==> src/rtl/dbuf_spi_master.sv <==
module dbuf_spi_master #(
  parameter int DW      = 8,
  parameter int MAX_SEL = 5
) (
  input  logic          clk,
  input  logic          rst_n,
  input  logic [2:0]    bus_addr,
  input  logic          bus_wr,
  input  logic          bus_rd,
  input  logic [DW-1:0] bus_wdata,
  output logic [DW-1:0] bus_rdata,
  output logic          spi_sclk,
  output logic          spi_mosi,
  input  logic          spi_miso,
  output logic          spi_ss_n,
  output logic          irq
);
  localparam int HW = $clog2(2 << MAX_SEL) + 1;
  localparam int BW = $clog2(DW);
  localparam logic [2:0] A_CTRL = 3'd0, A_IE = 3'd1, A_TX = 3'd2,
                         A_RX = 3'd3, A_DIV = 3'd4, A_STAT = 3'd5;

  logic          en, tx_full, rx_full, ovr, active, sclk_q, mosi_q, ss_q;
  logic [2:0]    ie, sel;
  logic [DW-1:0] txbuf, rxbuf, sh;
  logic [HW-1:0] hcnt;
  logic [BW-1:0] bitcnt;

  wire [2:0]    sel_eff = (sel > 3'(MAX_SEL)) ? 3'(MAX_SEL) : sel;
  wire [HW-1:0] half    = HW'(2) << sel_eff;

  wire wr_tx   = bus_wr && bus_addr == A_TX && en && !tx_full;
  wire rd_rx   = bus_rd && bus_addr == A_RX;
  wire clr_ovr = bus_wr && bus_addr == A_STAT && bus_wdata[2];
  wire edge_now = active && hcnt == half - HW'(1);
  wire rise    = edge_now && !sclk_q;
  wire fall    = edge_now && sclk_q;
  wire done    = fall && bitcnt == BW'(DW - 1);
  wire start   = en && !active && tx_full;
  wire reload  = done && tx_full;
  wire consume = start || reload;
  wire store   = done && (!rx_full || rd_rx);
  wire overrun = done && rx_full && !rd_rx;
  wire [DW-1:0] rx_word = {sh[DW-2:0], spi_miso};

  always_ff @(posedge clk or negedge rst_n)
    if (!rst_n) begin
      en  <= 1'b0;
      ie  <= '0;
      sel <= '0;
    end else if (bus_wr) begin
      if (bus_addr == A_CTRL) en  <= bus_wdata[0];
      if (bus_addr == A_IE)   ie  <= bus_wdata[2:0];
      if (bus_addr == A_DIV)  sel <= bus_wdata[2:0];
    end

  always_ff @(posedge clk or negedge rst_n)
    if (!rst_n) begin
      tx_full <= 1'b0;
      rx_full <= 1'b0;
      txbuf   <= '0;
      rxbuf   <= '0;
    end else if (!en) begin
      tx_full <= 1'b0;
      rx_full <= 1'b0;
    end else begin
      if (wr_tx) txbuf <= bus_wdata;
      tx_full <= (tx_full && !consume) || wr_tx;
      if (store) rxbuf <= rx_word;
      rx_full <= (rx_full && !rd_rx) || store;
    end

  always_ff @(posedge clk or negedge rst_n)
    if (!rst_n)       ovr <= 1'b0;
    else if (overrun) ovr <= 1'b1;
    else if (clr_ovr) ovr <= 1'b0;

  always_ff @(posedge clk or negedge rst_n)
    if (!rst_n) begin
      active <= 1'b0;
      sclk_q <= 1'b0;
      mosi_q <= 1'b0;
      ss_q   <= 1'b1;
      hcnt   <= '0;
      bitcnt <= '0;
      sh     <= '0;
    end else if (!en) begin
      active <= 1'b0;
      sclk_q <= 1'b0;
      mosi_q <= 1'b0;
      ss_q   <= 1'b1;
      hcnt   <= '0;
      bitcnt <= '0;
    end else if (consume) begin
      active <= 1'b1;
      ss_q   <= 1'b0;
      sclk_q <= 1'b0;
      sh     <= txbuf;
      hcnt   <= '0;
      bitcnt <= '0;
    end else if (active) begin
      if (edge_now) begin
        hcnt   <= '0;
        sclk_q <= ~sclk_q;
        if (rise) mosi_q <= sh[DW-1];
        else begin
          sh     <= rx_word;
          bitcnt <= bitcnt + BW'(1);
          if (done) begin
            active <= 1'b0;
            ss_q   <= 1'b1;
          end
        end
      end else begin
        hcnt <= hcnt + HW'(1);
      end
    end

  always_comb
    case (bus_addr)
      A_CTRL:  bus_rdata = {{(DW-1){1'b0}}, en};
      A_IE:    bus_rdata = {{(DW-3){1'b0}}, ie};
      A_RX:    bus_rdata = rxbuf;
      A_DIV:   bus_rdata = {{(DW-3){1'b0}}, sel};
      A_STAT:  bus_rdata = {{(DW-4){1'b0}}, active, ovr, rx_full, ~tx_full};
      default: bus_rdata = '0;
    endcase

  assign spi_sclk = sclk_q;
  assign spi_mosi = mosi_q;
  assign spi_ss_n = ss_q;
  assign irq      = |({ovr, rx_full, ~tx_full} & ie);
endmodule


==> config.mk <==
export PLATFORM = sky130hd
export DESIGN_NAME = dbuf_spi_master
export DESIGN_NICKNAME = d
export VERILOG_FILES = /design/src/rtl/dbuf_spi_master.sv
export SDC_FILE = /design/constraint.sdc
export NUM_CORES = 1
export LEC_CHECK = 0
export BUFFER_PORTS_ARGS = -buffer_cell sky130_fd_sc_hd__buf_4
export CORE_ASPECT_RATIO = 1.4
export CORE_MARGIN = 4
export CORE_UTILIZATION = 28
export DETAILED_ROUTE_END_ITERATION = 7
export PLACE_DENSITY = 0.51
export SLEW_MARGIN = 20
export SYNTH_ARGS = -nofsm -noshare
export SYNTH_HDL_FRONTEND = slang
export SYNTH_SLANG_ARGS = --single-unit
==> constraint.sdc <==
create_clock -name clk -period 4.2 [get_ports clk]
set_input_delay 0.21 -clock clk [delete_from_list [all_inputs] [get_ports clk]]
set_output_delay 0.21 -clock clk [all_outputs]
set_load 0.05 [all_outputs]
After elaboration in Yosys (flattened, before gate mapping)
Index checks and enable logic that the tools add are counted.
{"block": "word_totals", "regBits": 48, "wordCells": 122}
{"block": "classes", "add_sub_neg": 3, "n_lt_le_gt_ge": 1, "eq_ne": 16, "shifts": 1, "muxes": 40, "n_bitwise": 3, "n_reduce_logical": 43}
{"op": "$pmux 8 s5", "n": 1}
{"op": "$mux 8", "n": 4}
{"op": "$mux 7", "n": 4}
{"op": "$mux 1", "n": 25}
{"op": "$logic_and 1x1->1", "n": 18}
{"op": "$mux 3", "n": 6}
{"op": "$reduce_and 2->1", "n": 6}
{"op": "$reduce_and 4->1", "n": 3}
{"op": "$eq 3x3->1 const B", "n": 3}
{"op": "$ne 3x1->1 const B", "n": 3}
{"op": "$ne 2x1->1 const B", "n": 4}
{"op": "$add 7x1->7 const B", "n": 1}
{"op": "$eq 7x7->1", "n": 1}
{"op": "$shl 2x3->7 const A", "n": 1}
{"op": "$sub 7x1->7 const B", "n": 1}
{"op": "$eq 3x2->1 const B", "n": 2}
{"op": "$logic_not 1->1", "n": 6}
{"op": "$reduce_bool 2->1", "n": 3}
{"op": "$logic_or 1x1->1", "n": 4}
{"op": "$add 3x1->3 const B", "n": 1}
{"op": "$and 3x3->3", "n": 1}
{"op": "$eq 3x1->1 const B", "n": 1}
{"op": "$gt 3x3->1 const B", "n": 1}
{"op": "$logic_not 3->1", "n": 1}
{"op": "5 further kinds", "n": 6}

Longest topological paths before layout
{"block": "depth", "word_depth": 14, "depth_mapped": 11}

Least setup slack after synthesis
Ideal clock, no wire load.
{"block": "synth_timing", "kind": "reg2reg", "startpoint": "register sel[2]", "endpoint": "register sh[0]", "arrival_ps": 2881, "path_slack_ps": 1194, "stages_incl_launch_ff": 10, "path_buffers": 1, "period_less_slack_ps": 3006, "path_cell_list": "dfrtp_1 buf_6 or3_4 ha_1 xnor2_1 a2111oi_4 o311ai_4 o31ai_4 mux2_1 mux2_2"}
{"block": "synth_between", "elab_chain_cells": 12, "elab_cells_between_ends": 16}
{"item": "from (decl)", "line": "24", "text": "logic [2:0] ie, sel;"}
{"item": "from (signal assigned)", "line": "54", "text": "if (bus_addr == A_DIV) sel <= bus_wdata[2:0];"}
{"item": "$gt 3x3->1", "line": "29", "text": "wire [2:0] sel_eff = (sel > 3'(MAX_SEL)) ? 3'(MAX_SEL) : sel;"}
{"item": "$mux 3 *", "line": "29"}
{"item": "$shl 2x3->7 *", "line": "30", "text": "wire [HW-1:0] half = HW'(2) << sel_eff;"}
{"item": "$sub 7x1->7 *", "line": "35", "text": "wire edge_now = active && hcnt == half - HW'(1);"}
{"item": "$eq 7x7->1 *", "line": "35"}
{"item": "$logic_and 1x1->1 *", "line": "35"}
{"item": "$logic_and 1x1->1", "line": "37", "text": "wire fall = edge_now && sclk_q;"}
{"item": "$logic_and 1x1->1", "line": "38", "text": "wire done = fall && bitcnt == BW'(DW - 1);"}
{"item": "$logic_and 1x1->1", "line": "40", "text": "wire reload = done && tx_full;"}
{"item": "$logic_or 1x1->1", "line": "41", "text": "wire consume = start || reload;"}
{"item": "$ne 2x1->1 (no source line) or $reduce_bool 2->1 (tied branches)"}
{"item": "$reduce_and 4->1 (no source line)"}
{"item": "to (signal assigned)", "line": "98", "text": "sh <= txbuf;"}
{"item": "to (signal assigned)", "line": "107", "text": "sh <= rx_word;"}
{"item": "to (decl)", "line": "25", "text": "logic [DW-1:0] txbuf, rxbuf, sh;"}
Every way passes the cells marked *; elsewhere a longest branch is shown, timed or not.
A chain may end at the register's enable or synchronous reset.

Worst setup path after layout
{"block": "layout_timing", "startpoint": "register sel[1]", "endpoint": "register sh[7]"}
The elaborated chain is that of the path after synthesis.

==> impl_metrics.ini <==
[run_status]
outcome = finished, final reports clean

[global_routing]
grt_usage_pct = 11.11
use_met2_pct = 18.44
grt_max_degree = 49
grt_pass1_vias = 1739
grt_pass1_wl_um = 8942
grt_use_met1_pct = 13.59
grt_busiest_layer = met2
gr-total-overflow = 0
met3_usage_pct = 2.353
antenna_found_initial = 0

[clock_tree]
cts_resized = 0
cts_htree_levels = 2
cts_root_buf = clkbuf_16
cts_tree = yes
cts.path.max_buffers = 2
clock-sinks = 48
clk_pin_slew_ns = 0.07
cts_buffers = 5
clk_latency_ns = 0.29

[synth]
synthesis.nets = 228
synth_warnings = 0
ys.flop_type = dfrtp_1
synth_cell_types = 44
ys_async_sr_fraction_pct = 100.0
synthCells = 208
synth_seq_cells = 48
synth-seq-area-share_pct = 48.66
synth_area_um2 = 2471
synth.avg_cell_area_um2 = 11.88
synth_edf_count = 0

[worst_setup_path]
slowest_stage = o31ai_4
arrival_ns = 3.45
critPathMaxFanout = 10
crit_path_max_incr_delay_ns = 0.57
endpoint_kind = register
critPathBufInv = 0
start_kind = register
critPathKind = register to register
cp.required_ns = 4.37
cp_top_family = compound AO/OA/AOI/OAI gates
cp_cell_sequence = or3_4 -> ha_1 -> xnor2_1 -> a2111oi_4 -> o311ai_4 -> o31ai_4 -> mux2_1 -> mux2_2

[die]
core_area_um2 = 8608
rows = 40
die_h_um = 119.2
die_w_um = 87.40
die_area_um2 = 10410
floorplan.initialDensity_pct = 28.71
ios = 28

[sta]
setup_violations = 0
period_share_pct = 78.18
tns_ns = 0
grt_setup_unrepaired = no
fmax_mhz = 304.5
slew_headroom_pct = 56.22
finalHoldViolations = 0
worst_slew_pin_slew_ns = 0.6542
min_period_ns = 3.284
drv_slew = 0
skew_ns = 0.01073

[layout]
fillers = 877
multi_input_area_um2 = 1211
area_growth_pct = 18.43
final_cell_mix = dfrtp_1 (47), mux2_2 (35), buf_4 (27)
regArea_um2 = 1202
drive_above_1_share_pct = 32.20
num_antenna_cells = 0
nNetsFinal = 255
fin_util_pct = 34.00
layout_commonest_cell = dfrtp_1

[detailed_routing]
num_vias = 1663
wire_per_inst_um = 15.72
first_pass_iters = 4
drc_errors = 0
drtAntennaViolNets = 0
via_per_inst = 4.877
wl_um = 5362
drt_iter0_drc = 79

[hold_path]
min_path_type = input pin to register

[job]
cap_violations = 0

[power]
leakage_nw = 1.315
total_power_mw = 1.187
power.density_nw_per_um2 = 405.7
max-vdd-ir-drop_uv = 162.8

[placed_design]
hpwl_um = 3849
io_buffer_count = 27
place_congestion = 0.7260
timing repair:
item | 4_1_cts | 5_1_grt
setup endpoints to repair | 0 | 0
hold endpoints to repair | 47 | 0
buffers inserted | 0 | 0
hold buffers | 1 | 0
sequential cells by signal, summed over array words and instances, names as in the netlist:
register  flops
rxbuf         8
sh            8
txbuf         8
hcnt          7
bitcnt        3
ie            3
sel           3
active        1
en            1
ovr           1
rx_full       1
spi_mosi      1
spi_sclk      1
spi_ss_n      1
tx_full       1
path summary, 6_finish.rpt:
kind / slack (ns) / to / start / depth (start not counted)
hold / removal: 0.15 / txbuf[6] / bus_wdata[6] / 2
setup / recovery: 0.92 / sh[7] / sel[1] / 8
max in group asynchronous: 3.30 / txbuf[7] / rst_n / 2
setup reg to reg: 0.92 / sh[7] / sel[1] / 8
hold reg to reg: 0.50 / rxbuf[5] / rxbuf[5] / 1
min in group asynchronous: 0.47 / hcnt[4] / rst_n / 2
per-layer routing:
layer / wire length (um) / share of wire, %
met5: 0 / 0
met1: 2356 / 44
met4: 118 / 2.2
met2: 2719 / 51
met3: 168 / 3.1
final cells by class:
cell class / instances / share of cell area (%)
clock inverters: 1 / 0.2565
flip-flops and latches: 48 / 41.09
inverters: 5 / 0.6413
repair buffers: 28 / 7.268
well taps: 105 / 4.489
multi-input cells: 147 / 41.39
clock buffers: 7 / 4.874
logic make-up after synthesis:
| family | count (synthesis) | synth area share [%] |
|---|---|---|
| buffers and inverters | 13 | 2.329 |
| multiplexers | 46 | 20.81 |
| XOR/XNOR | 9 | 3.190 |
| AO/OA/AOI/OAI | 29 | 10.13 |
| AND/OR/NAND/NOR | 59 | 12.86 |
| flip-flops | 48 | 48.66 |
| adder cells (fa/ha/maj) | 4 | 2.025 |
worst reg2reg max path, stage by stage (launching register included):
cell,delay (ns)
dfrtp_1,0.46
or3_4,0.44
ha_1,0.31
xnor2_1,0.16
a2111oi_4,0.39
o311ai_4,0.21
o31ai_4,0.57
mux2_1,0.37
mux2_2,0.26
power breakdown:
part / internal [mW] / switching (mW)
Sequential: 0.514 / 0.0502
Clock: 0.237 / 0.171
Combinational: 0.104 / 0.110
Total: 0.856 / 0.331
synthesized netlist by cell type, types with 4 or more instances:
library cell	number	area share, %
ha_1	4	2.0
clkbuf_1	6	0.91
and3_1	5	1.3
dfrtp_1	47	48
xnor2_1	5	1.8
o21ai_0	9	1.8
nand2_1	13	2.0
nor2b_1	7	1.8
mux2_1	8	3.6
nor2_1	15	2.3
xor2_1	4	1.4
mux2_2	35	16
inv_1	5	0.76
through the flow:
step | setup slack (ns) | area, um^2 | hold WS, ns | instances
final | 0.9163 | 2927 | 0.1481 | 341
after global routing | 0.7567 | 2927 | 0.1511 | 341
after CTS | 0.8780 | 2927 | 0.1393 | 341
after detailed placement | 0.8776 | 2766 | 0.2717 | 332
after global placement | 0.9508 | 2766 | 0.2723 | 332
after floorplan | 1.194 | 2471 | -0.08559 | 208
Note: power is estimated with default switching activity, not from simulation.
